### config.mk
export PLATFORM = sky130hd
export DESIGN_NAME = clkfreq_eval
export DESIGN_NICKNAME = d
export VERILOG_FILES = /design/src/rtl/clkfreq_pkg.sv /design/src/rtl/clkfreq_mul.sv /design/src/rtl/clkfreq_div.sv /design/src/rtl/clkfreq_eval.sv
export SDC_FILE = /design/constraint.sdc
export NUM_CORES = 1
export LEC_CHECK = 0
export ABC_AREA = 0
export BUFFER_PORTS_ARGS = -buffer_cell sky130_fd_sc_hd__buf_4
export CORE_MARGIN = 2
export CORE_UTILIZATION = 55
export DETAILED_ROUTE_END_ITERATION = 16
export PLACE_DENSITY = 0.72
export SETUP_SLACK_MARGIN = 0.1
export SKIP_CTS_REPAIR_TIMING = 1
export SYNTH_ARGS = -nofsm -noshare
export SYNTH_HDL_FRONTEND = slang
export SYNTH_SLANG_ARGS = --single-unit
export TNS_END_PERCENT = 30
### constraint.sdc
create_clock -name clk -period 4.1 [get_ports clk]
set_input_delay 0.615 -clock clk [delete_from_list [all_inputs] [get_ports clk]]
set_output_delay 0.615 -clock clk [all_outputs]
set_load 0.05 [all_outputs]
### src/rtl/clkfreq_pkg.sv
package clkfreq_pkg;
   localparam logic [2:0] CID_OFF     = 3'd0;
   localparam logic [2:0] CID_IPG     = 3'd1;
   localparam logic [2:0] CID_TIMER   = 3'd2;
   localparam logic [2:0] CID_SLOW    = 3'd3;
   localparam logic [2:0] CID_XTAL    = 3'd4;
   localparam logic [2:0] CID_XTAL_D8 = 3'd5;

   typedef enum logic [2:0] {
      ST_IDLE, ST_PLL, ST_FMUL, ST_FDIV, ST_BUS, ST_IPG, ST_TMR, ST_FIN
   } walk_state_t;
endpackage

### src/rtl/clkfreq_mul.sv
module clkfreq_mul #(
   parameter int A_W = 64,
   parameter int B_W = 5
) (
   input  logic           clk,
   input  logic           rst_n,
   input  logic           go,
   input  logic [A_W-1:0] a,
   input  logic [B_W-1:0] b,
   output logic           done,
   output logic [A_W-1:0] prod
);
   localparam int CW = $clog2(B_W + 1);

   logic [A_W-1:0] acc, sh_a;
   logic [B_W-1:0] sh_b;
   logic [CW-1:0]  cnt;
   logic           busy;

   always_ff @(posedge clk or negedge rst_n) begin
      if (!rst_n) begin
         acc  <= '0;
         sh_a <= '0;
         sh_b <= '0;
         cnt  <= '0;
         busy <= 1'b0;
         done <= 1'b0;
      end else begin
         done <= 1'b0;
         if (go && !busy) begin
            acc  <= '0;
            sh_a <= a;
            sh_b <= b;
            cnt  <= CW'(B_W);
            busy <= 1'b1;
         end else if (busy) begin
            if (sh_b[0]) acc <= acc + sh_a;
            sh_a <= sh_a << 1;
            sh_b <= sh_b >> 1;
            cnt  <= cnt - 1'b1;
            if (cnt == CW'(1)) begin
               busy <= 1'b0;
               done <= 1'b1;
            end
         end
      end
   end

   assign prod = acc;
endmodule

### src/rtl/clkfreq_div.sv
module clkfreq_div #(
   parameter int N_W = 64,
   parameter int D_W = 7
) (
   input  logic           clk,
   input  logic           rst_n,
   input  logic           go,
   input  logic [N_W-1:0] num,
   input  logic [D_W-1:0] den,
   output logic           done,
   output logic [N_W-1:0] quo
);
   localparam int CW = $clog2(N_W + 1);

   logic [D_W-1:0] rem, dvs;
   logic [CW-1:0]  cnt;
   logic           busy;
   logic [D_W:0]   trial;
   logic           ge;

   always_comb begin
      trial = {rem, quo[N_W-1]};
      ge    = (trial >= {1'b0, dvs});
   end

   always_ff @(posedge clk or negedge rst_n) begin
      if (!rst_n) begin
         rem  <= '0;
         dvs  <= '0;
         quo  <= '0;
         cnt  <= '0;
         busy <= 1'b0;
         done <= 1'b0;
      end else begin
         done <= 1'b0;
         if (go && !busy) begin
            rem  <= '0;
            dvs  <= den;
            quo  <= num;
            cnt  <= CW'(N_W);
            busy <= 1'b1;
         end else if (busy) begin
            rem  <= ge ? D_W'(trial - {1'b0, dvs}) : trial[D_W-1:0];
            quo  <= {quo[N_W-2:0], ge};
            cnt  <= cnt - 1'b1;
            if (cnt == CW'(1)) begin
               busy <= 1'b0;
               done <= 1'b1;
            end
         end
      end
   end


   nonzero_divisor_chk: assert property (@(posedge clk) disable iff (!rst_n)
      busy |-> (dvs != '0));


   rem_bound_chk: assert property (@(posedge clk) disable iff (!rst_n)
      done |-> (rem < dvs));
endmodule

### src/rtl/clkfreq_eval.sv
module clkfreq_eval
   import clkfreq_pkg::*;
#(
   parameter int REF_HZ   = 24000000,
   parameter int SLOW_HZ  = 32768,
   parameter int XTAL_DV  = 8,
   parameter int PLL_LO   = 20,
   parameter int PLL_HI   = 22,
   parameter int FRAC_NUM = 18,
   parameter int FRAC_W   = 6,
   parameter int BUS_W    = 3,
   parameter int IPG_W    = 2,
   parameter int TMR_W    = 6,
   parameter int ACC_W    = 64,
   parameter int OUT_W    = 32
) (
   input  logic              clk,
   input  logic              rst_n,
   input  logic              start,
   input  logic [2:0]        clk_id,
   input  logic              pll_hi,
   input  logic [FRAC_W-1:0] frac_a,
   input  logic [FRAC_W-1:0] frac_b,
   input  logic [1:0]        root_sel,
   input  logic [BUS_W-1:0]  bus_div,
   input  logic [IPG_W-1:0]  ipg_div,
   input  logic [TMR_W-1:0]  tmr_div,
   output logic              done,
   output logic [OUT_W-1:0]  freq_hz,
   output logic              err
);
   localparam int M1     = (PLL_LO > PLL_HI) ? PLL_LO : PLL_HI;
   localparam int MUL_MX = (M1 > FRAC_NUM) ? M1 : FRAC_NUM;
   localparam int MUL_W  = $clog2(MUL_MX + 1);
   localparam int W1     = (FRAC_W > BUS_W) ? FRAC_W : BUS_W;
   localparam int W2     = (IPG_W > TMR_W) ? IPG_W : TMR_W;
   localparam int DIV_W  = ((W1 > W2) ? W1 : W2) + 1;

   generate
      if (OUT_W > ACC_W) begin : g_bad_out
         $error("OUT_W must not exceed ACC_W");
      end
      if (XTAL_DV < 1) begin : g_bad_xdv
         $error("XTAL_DV must be at least 1");
      end
      if (ACC_W < 2) begin : g_bad_acc
         $error("ACC_W too small");
      end
   endgenerate

   walk_state_t       state;
   logic              issued;
   logic [2:0]        id_q;
   logic [1:0]        root_q;
   logic              hi_q;
   logic [FRAC_W-1:0] frac_q;
   logic [BUS_W-1:0]  bus_q;
   logic [IPG_W-1:0]  ipg_q;
   logic [TMR_W-1:0]  tmr_q;
   logic [ACC_W-1:0]  acc;
   logic              err_q;

   logic              mul_go, mul_done, div_go, div_done;
   logic [ACC_W-1:0]  mul_a, mul_p, div_q;
   logic [MUL_W-1:0]  mul_b;
   logic [DIV_W-1:0]  div_d;
   logic [FRAC_W-1:0] frac_pick;

   assign frac_pick = (root_sel == 2'd2) ? frac_a : frac_b;

   always_comb begin
      mul_go = 1'b0;
      mul_a  = ACC_W'(REF_HZ);
      mul_b  = '0;
      div_go = 1'b0;
      div_d  = DIV_W'(1);
      unique case (state)
         ST_PLL: begin
            mul_go = !issued;
            mul_b  = hi_q ? MUL_W'(PLL_HI) : MUL_W'(PLL_LO);
         end
         ST_FMUL: begin
            mul_go = !issued;
            mul_a  = acc;
            mul_b  = MUL_W'(FRAC_NUM);
         end
         ST_FDIV: begin
            div_go = !issued;
            div_d  = DIV_W'(frac_q);
         end
         ST_BUS: begin
            div_go = !issued;
            div_d  = DIV_W'(bus_q) + DIV_W'(1);
         end
         ST_IPG: begin
            div_go = !issued;
            div_d  = DIV_W'(ipg_q) + DIV_W'(1);
         end
         ST_TMR: begin
            div_go = !issued;
            div_d  = DIV_W'(tmr_q) + DIV_W'(1);
         end
         default: ;
      endcase
   end

   clkfreq_mul #(.A_W(ACC_W), .B_W(MUL_W)) u_mul (
      .clk(clk), .rst_n(rst_n), .go(mul_go), .a(mul_a), .b(mul_b),
      .done(mul_done), .prod(mul_p)
   );

   clkfreq_div #(.N_W(ACC_W), .D_W(DIV_W)) u_div (
      .clk(clk), .rst_n(rst_n), .go(div_go), .num(acc), .den(div_d),
      .done(div_done), .quo(div_q)
   );

   always_ff @(posedge clk or negedge rst_n) begin
      if (!rst_n) begin
         state   <= ST_IDLE;
         issued  <= 1'b0;
         id_q    <= '0;
         root_q  <= '0;
         hi_q    <= 1'b0;
         frac_q  <= '0;
         bus_q   <= '0;
         ipg_q   <= '0;
         tmr_q   <= '0;
         acc     <= '0;
         err_q   <= 1'b0;
         done    <= 1'b0;
         freq_hz <= '0;
         err     <= 1'b0;
      end else begin
         done <= 1'b0;
         unique case (state)
            ST_IDLE: if (start) begin
               id_q   <= clk_id;
               root_q <= root_sel;
               hi_q   <= pll_hi;
               frac_q <= frac_pick;
               bus_q  <= bus_div;
               ipg_q  <= ipg_div;
               tmr_q  <= tmr_div;
               issued <= 1'b0;
               err_q  <= 1'b0;
               acc    <= '0;
               state  <= ST_FIN;
               unique case (clk_id)
                  CID_IPG, CID_TIMER: begin
                     if (root_sel != 2'd0 && frac_pick == '0) err_q <= 1'b1;
                     else state <= ST_PLL;
                  end
                  CID_SLOW:    acc <= ACC_W'(SLOW_HZ);
                  CID_XTAL:    acc <= ACC_W'(REF_HZ);
                  CID_XTAL_D8: acc <= ACC_W'(REF_HZ / XTAL_DV);
                  default:     acc <= '0;
               endcase
            end
            ST_PLL: if (!issued) issued <= 1'b1;
               else if (mul_done) begin
                  issued <= 1'b0;
                  acc    <= mul_p;
                  state  <= (root_q == 2'd0) ? ST_BUS : ST_FMUL;
               end
            ST_FMUL: if (!issued) issued <= 1'b1;
               else if (mul_done) begin
                  issued <= 1'b0;
                  acc    <= mul_p;
                  state  <= ST_FDIV;
               end
            ST_FDIV: if (!issued) issued <= 1'b1;
               else if (div_done) begin
                  issued <= 1'b0;
                  acc    <= (root_q == 2'd3) ? (div_q >> 1) : div_q;
                  state  <= ST_BUS;
               end
            ST_BUS: if (!issued) issued <= 1'b1;
               else if (div_done) begin
                  issued <= 1'b0;
                  acc    <= div_q;
                  state  <= ST_IPG;
               end
            ST_IPG: if (!issued) issued <= 1'b1;
               else if (div_done) begin
                  issued <= 1'b0;
                  acc    <= div_q;
                  state  <= (id_q == CID_TIMER) ? ST_TMR : ST_FIN;
               end
            ST_TMR: if (!issued) issued <= 1'b1;
               else if (div_done) begin
                  issued <= 1'b0;
                  acc    <= div_q;
                  state  <= ST_FIN;
               end
            ST_FIN: begin
               freq_hz <= acc[OUT_W-1:0];
               err     <= err_q;
               done    <= 1'b1;
               state   <= ST_IDLE;
            end
            default: state <= ST_IDLE;
         endcase
      end
   end


   done_pulse_chk: assert property (@(posedge clk) disable iff (!rst_n)
      done |=> !done);


   freq_hold_chk: assert property (@(posedge clk) disable iff (!rst_n)
      !$stable(freq_hz) |-> done);


   err_hold_chk: assert property (@(posedge clk) disable iff (!rst_n)
      !$stable(err) |-> done);


   err_zero_chk: assert property (@(posedge clk) disable iff (!rst_n)
      err |-> (freq_hz == '0));
endmodule

# [After elaboration in Yosys (flattened, before gate mapping)]
# Index checks and enable logic that the tools add are counted.
[totals] out_inout_bits=34 wordCells=164 reg_bits=351 in_bits=32
[op_classes] reduce_logical=24 order_cmp=1 add_sub_neg=7 n_mux=72 n_eq_ne=34
[op_table] operator="64-bit two-way mux" count=16
[op_table] operator="64-bit case mux with 4 select lines" count=1
[op_table] operator="25-bit case mux with 3 select lines" count=1
[op_table] operator="64-bit adder" count=1
[op_table] operator="3-bit two-way mux" count=18
[op_table] operator="7-bit two-way mux" count=5
[op_table] operator="7-bit case mux with 4 select lines" count=1
[op_table] operator="3-bit case mux with 8 select lines" count=1
[op_table] operator="1-bit two-way mux" count=23
[op_table] operator="2-bit by 1-bit != test with 1-bit output (second input constant)" count=10
[op_table] operator="3-bit == test (second input constant)" count=6
[op_table] operator="3-bit by 2-bit == test with 1-bit output (second input constant)" count=5
[op_table] operator="2-bit != test (second input constant)" count=7
[op_table] operator="13-bit AND reduction" count=1
[op_table] operator="5-bit two-way mux" count=2
[op_table] operator="5-bit case mux with 2 select lines" count=1
[op_table] operator="3-bit by 1-bit == test with 1-bit output (second input constant)" count=3
[op_table] operator="8-bit by 7-bit >= comparator with 1-bit output" count=1
[op_table] operator="8-bit AND reduction" count=1
[op_table] operator="2-bit nonzero test" count=4
[op_table] operator="6-bit by 1-bit adder with 7-bit output (second input constant)" count=1
[op_table] operator="7-bit by 1-bit == test with 1-bit output (second input constant)" count=1
[op_table] operator="7-bit by 1-bit subtractor with 7-bit output (second input constant)" count=1
[op_table] operator="7-bit subtractor" count=1
[op_table] operator="18 further kinds" count=26

# [Logic depth before layout (Yosys ltp)]
[depth] depth_word=8 ltp_mapped=14 mapped_depth_nobuf=13

# [By module]
# A second synthesis with hierarchy kept.
[unflattened] cells_unflattened=2207 area_unflattened_um2=20335.8
[modules_own_cells] mod="clkfreq_mul" instances=1 seq_area_each_um2=3453.3 area_each_um2=9267.6 cells_per_inst=1073
[modules_own_cells] mod="clkfreq_eval" instances=1 seq_area_each_um2=3153.0 area_each_um2=6829.0 cells_per_inst=717
[modules_own_cells] mod="clkfreq_div" instances=1 seq_area_each_um2=2177.1 area_each_um2=4239.1 cells_per_inst=417

# [Worst setup path after synthesis]
# No wires, ideal clock.
[synth_timing] kind="register to register" from="register u_mul.acc[0], in the netlist u_mul.prod[0]" to="register u_mul.acc[56], in the netlist u_mul.prod[56]" t_required_ns=3.967 synth_period_minus_slack_ns=3.023 t_arrival_ns=2.890 n_path_buf=0 path_stages_with_launch=13 path_slack_ns=1.077 cell_sequence="dfrtp_1 > ha_1 > fa_1 > a211oi_1 > nor3_1 > o211ai_1 > a21oi_1 > o2111a_1 > nor4_1 > o21ai_1 > a41oi_1 > xor2_1 > o21ai_0"
[synth_between] elab_chain_cells=4
[synth_rtl] item="start, declared" line_no="clkfreq_mul.sv:15" source="logic [A_W-1:0] acc, sh_a;"
[synth_rtl] item="start signal, assigned" line_no="clkfreq_mul.sv:37" source="if (sh_b[0]) acc <= acc + sh_a;"
[synth_rtl] item="64-bit adder" line_no="clkfreq_mul.sv:37"
[synth_rtl] item="64-bit two-way mux" line_no="clkfreq_mul.sv:37"
[synth_rtl] item="64-bit two-way mux" line_no="clkfreq_mul.sv:36" source="end else if (busy) begin"
[synth_rtl] item="64-bit two-way mux" line_no="clkfreq_mul.sv:30" source="if (go && !busy) begin"
# No other way between the ends. The select of a mux whose other input is x is not followed.
# A chain may end at the register's enable or synchronous reset.

# [Final worst setup path]
# Same ends and word-level chain as after synthesis.

==> metrics.yaml <==
layout-drive-gt1-share_pct: 8.90
finalCritPeriodShare_pct: 89.3
post-dp-hpwl_um: 31900
synthSimpleGateAreaFrac_pct: 15.9
first_pass_iters: 6
cp_num_cells: 12
synth_mux_area_share_pct: 4.98
fin_area_um2: 21600
nets: 2277
slew_headroom_pct: 22.5
synthArstFlopShare_pct: 100
yosysSeqAreaShare_pct: 44.8
rows: 69
avgSynthCellArea_um2: 8.95
routed_via_density: 6.12
fin_ws_ps: 438
cts_tree: "built"
crit_buf_inv: 0
synth_flop_cell: "dfrtp_1"
grt_use_total_pct: 26.0
status: "finished, final reports clean"
pin_count: 66
initial_core_util_pct: 55.4
insertion_delay_ps: 570
powerDensity_nw_per_um2: 845
gp_congestion: 0.935
synthCells: 2194
cts_buffers: 40
finClkSkew_ps: 27.5
yosysWarnings: 0
clkTransAtPathRegs_ps: 60
postRouteAntennaNets: 0
h-tree-depth: 2
synth-seq-cells: 351
io_buffers: 65
worst_path_max_delay_cell: "nor4_1"
post-route-drc-count: 0
worstPathCellList: "ha_1, fa_1, a211oi_1, nor3_1, o211ai_1, a21oi_1, o2111a_1, nor4_1, o21ai_1, a41oi_1, xor2_1, o21ai_0"
vias: 16200
r2r_slack_ps: 440
synthToLayoutAreaGrowth_pct: 9.91
total_power_mw: 18.2
crit_arrival_ps: 4080
yosys.area_share.adder_pct: 5.11
worst_slew_pin_slew_ps: 1160
core_um2: 35400
fp.dieH_um: 193
critPathTopFamily: "compound AO/OA/AOI/OAI gates"
wire_per_inst_um: 17.9
finalMaxSlewViolations: 0
rr_worst_depth: 12
hp-class: "in2async"
rsz0062_at_grt: "no"
final_hold_viol_count: 0
syn_area_um2: 19600
die_w_um: 193
crit_required_ps: 4520
final_util_pct: 60.9
cap_violations: 0
grt_max_degree: 129
min_period_ps: 3660
drt_iter0_drc: 1332
cts_root_buf: "clkbuf_16"
grt_pass1_vias: 15600
dpl_cell_area_um2: 20300
grt-ovfl-total: 0
startpoint_type: "flop"
clockBufferDepth: 3
synth_xor_xnor_area_share_pct: 3.12
dpl_worst_slack_ps: 471
end_kind: "flop"
grt_first_pass_wirelength_um: 79600
worstPathMaxFanout: 3
fmax_mhz: 273
synth_cell_type_count: 75
critPathMaxStageDelay_ps: 540
drt-total-wl_um: 47400
synth_top_family_by_area: "compound AO/OA/AOI/OAI gates"
criticalPathCategory: "reg2reg"
leakagePower_nw: 9.80
antenna_found_initial: 0
setup_tns_ps: 0
ir_drop_mv: 0.562
antenna_cells: 0
synth_edf_count: 0
setup_violations: 0
r2r_end: "u_mul.prod[56]"
die_area_um2: 37200
worstReg2RegStart: "u_mul.prod[0]"
synth_compound_area_share_pct: 21.6
cts_sinks: 351
syn_nets: 2305
==> cell usage in the layout, fill, tap and decap left out, types with 9 or more instances in the layout <==
master / count
mux2i_1: 74
clkbuf_16: 41
mux2_2: 21
ha_1: 77
a222oi_1: 63
dfrtp_1: 349
o21a_1: 9
o21bai_1: 22
nor3_1: 28
o31ai_1: 19
o21ai_0: 221
buf_4: 83
a31oi_1: 15
a22o_1: 9
a21o_1: 34
a21oi_1: 222
nand4_1: 27
xor2_1: 28
xnor2_1: 42
nor2_1: 152
and3_1: 63
inv_1: 39
o211ai_1: 10
nand3_1: 17
nand2_1: 380
==> flip-flops by register name (all words and copies together), names as in the netlist, 2 cells and up <==
signal and cells:
acc 64, bus_q 3, frac_q 6, freq_hz 32, id_q 3, ipg_q 2, root_q 2, state 3
tmr_q 6, u_div.cnt 7, u_div.dvs 7, u_div.quo 64, u_div.rem 7, u_mul.cnt 3, u_mul.prod 64, u_mul.sh_a 64
u_mul.sh_b 5
==> routing by layer <==
layer / up-vias / GRT usage [%] / share of wire (%)
met3: 60 / 3.95 / 5.7
met2: 466 / 41.2 / 45
met1: 7891 / 37.1 / 47
met5: - / 0 / 0
li1: 7822 / - / -
met4: 0 / 7.49 / 1.9
==> per-stage QoR <==
| step | hold WS (ps) | std cells |
|---|---|---|
| final | 54.3 | 2652 |
| after global placement | 459 | 2585 |
| after detailed placement | 464 | 2585 |
| after global routing | 109 | 2652 |
| after CTS | 73.1 | 2652 |
| after floorplan | 319 | 2194 |
==> cells by family (layout without fill, tap and decap cells) <==
family          Yosys count  in the layout
simple gates            719            719
compound gates          682            682
flops                   351            351
buf+inv                 198            195
mux                      95             95
fa+ha+maj                79             79
xor+xnor                 70             70
==> worst max path at each step <==
| stage | start | endpoint | slack (ps) |
|---|---|---|---|
| 2_1_floorplan | u_mul.prod[0] | u_mul.prod[56] | 1080 |
| 3_3_place_gp | u_mul.prod[0] | u_mul.prod[56] | 520 |
| 3_5_place_dp | u_mul.prod[0] | u_mul.prod[56] | 470 |
| 4_1_cts | u_mul.prod[0] | u_mul.prod[56] | 440 |
| 5_1_grt | u_mul.prod[0] | u_mul.prod[56] | 210 |
| 6_report | u_mul.prod[0] | u_mul.prod[56] | 440 |
==> synth_stat cells (all sizes together), types with 10 or more instances <==
library cell,number,area [µm²]
a21o,37,288
nand3,18,95.1
a31oi,15,93.8
o211ai,10,75.1
mux2,21,236
a21oi,224,1120
ha,77,963
nand4,27,169
nor2,155,582
o21ai,222,1110
dfrtp,351,8780
nand2,382,1430
o21bai,22,165
o31ai,19,143
clkbuf,123,544
nor3,29,150
mux2i,74,741
buf,33,170
xnor2,42,368
inv,39,146
xor2,28,245
a222oi,63,631
and3,65,413
==> report_power, final <==
part           switching (mW)  internal (mW)  total, mW  leakage [nW]
Combinational            5.06           3.02       8.09          4.68
Clock                    1.44           2.20       3.63         0.643
Sequential               1.51           5.00       6.51          4.47
==> cell type report <==
type / instances / area [µm²]
fillers: 3033 / 13800
multi-input cells: 1645 / 10000
flip-flops and latches: 351 / 8790
clock buffers: 51 / 1090
repair buffers: 89 / 738
well taps: 461 / 577
clock inverters: 16 / 225
inverters: 39 / 146
Note: power is estimated with default switching activity, not from simulation.
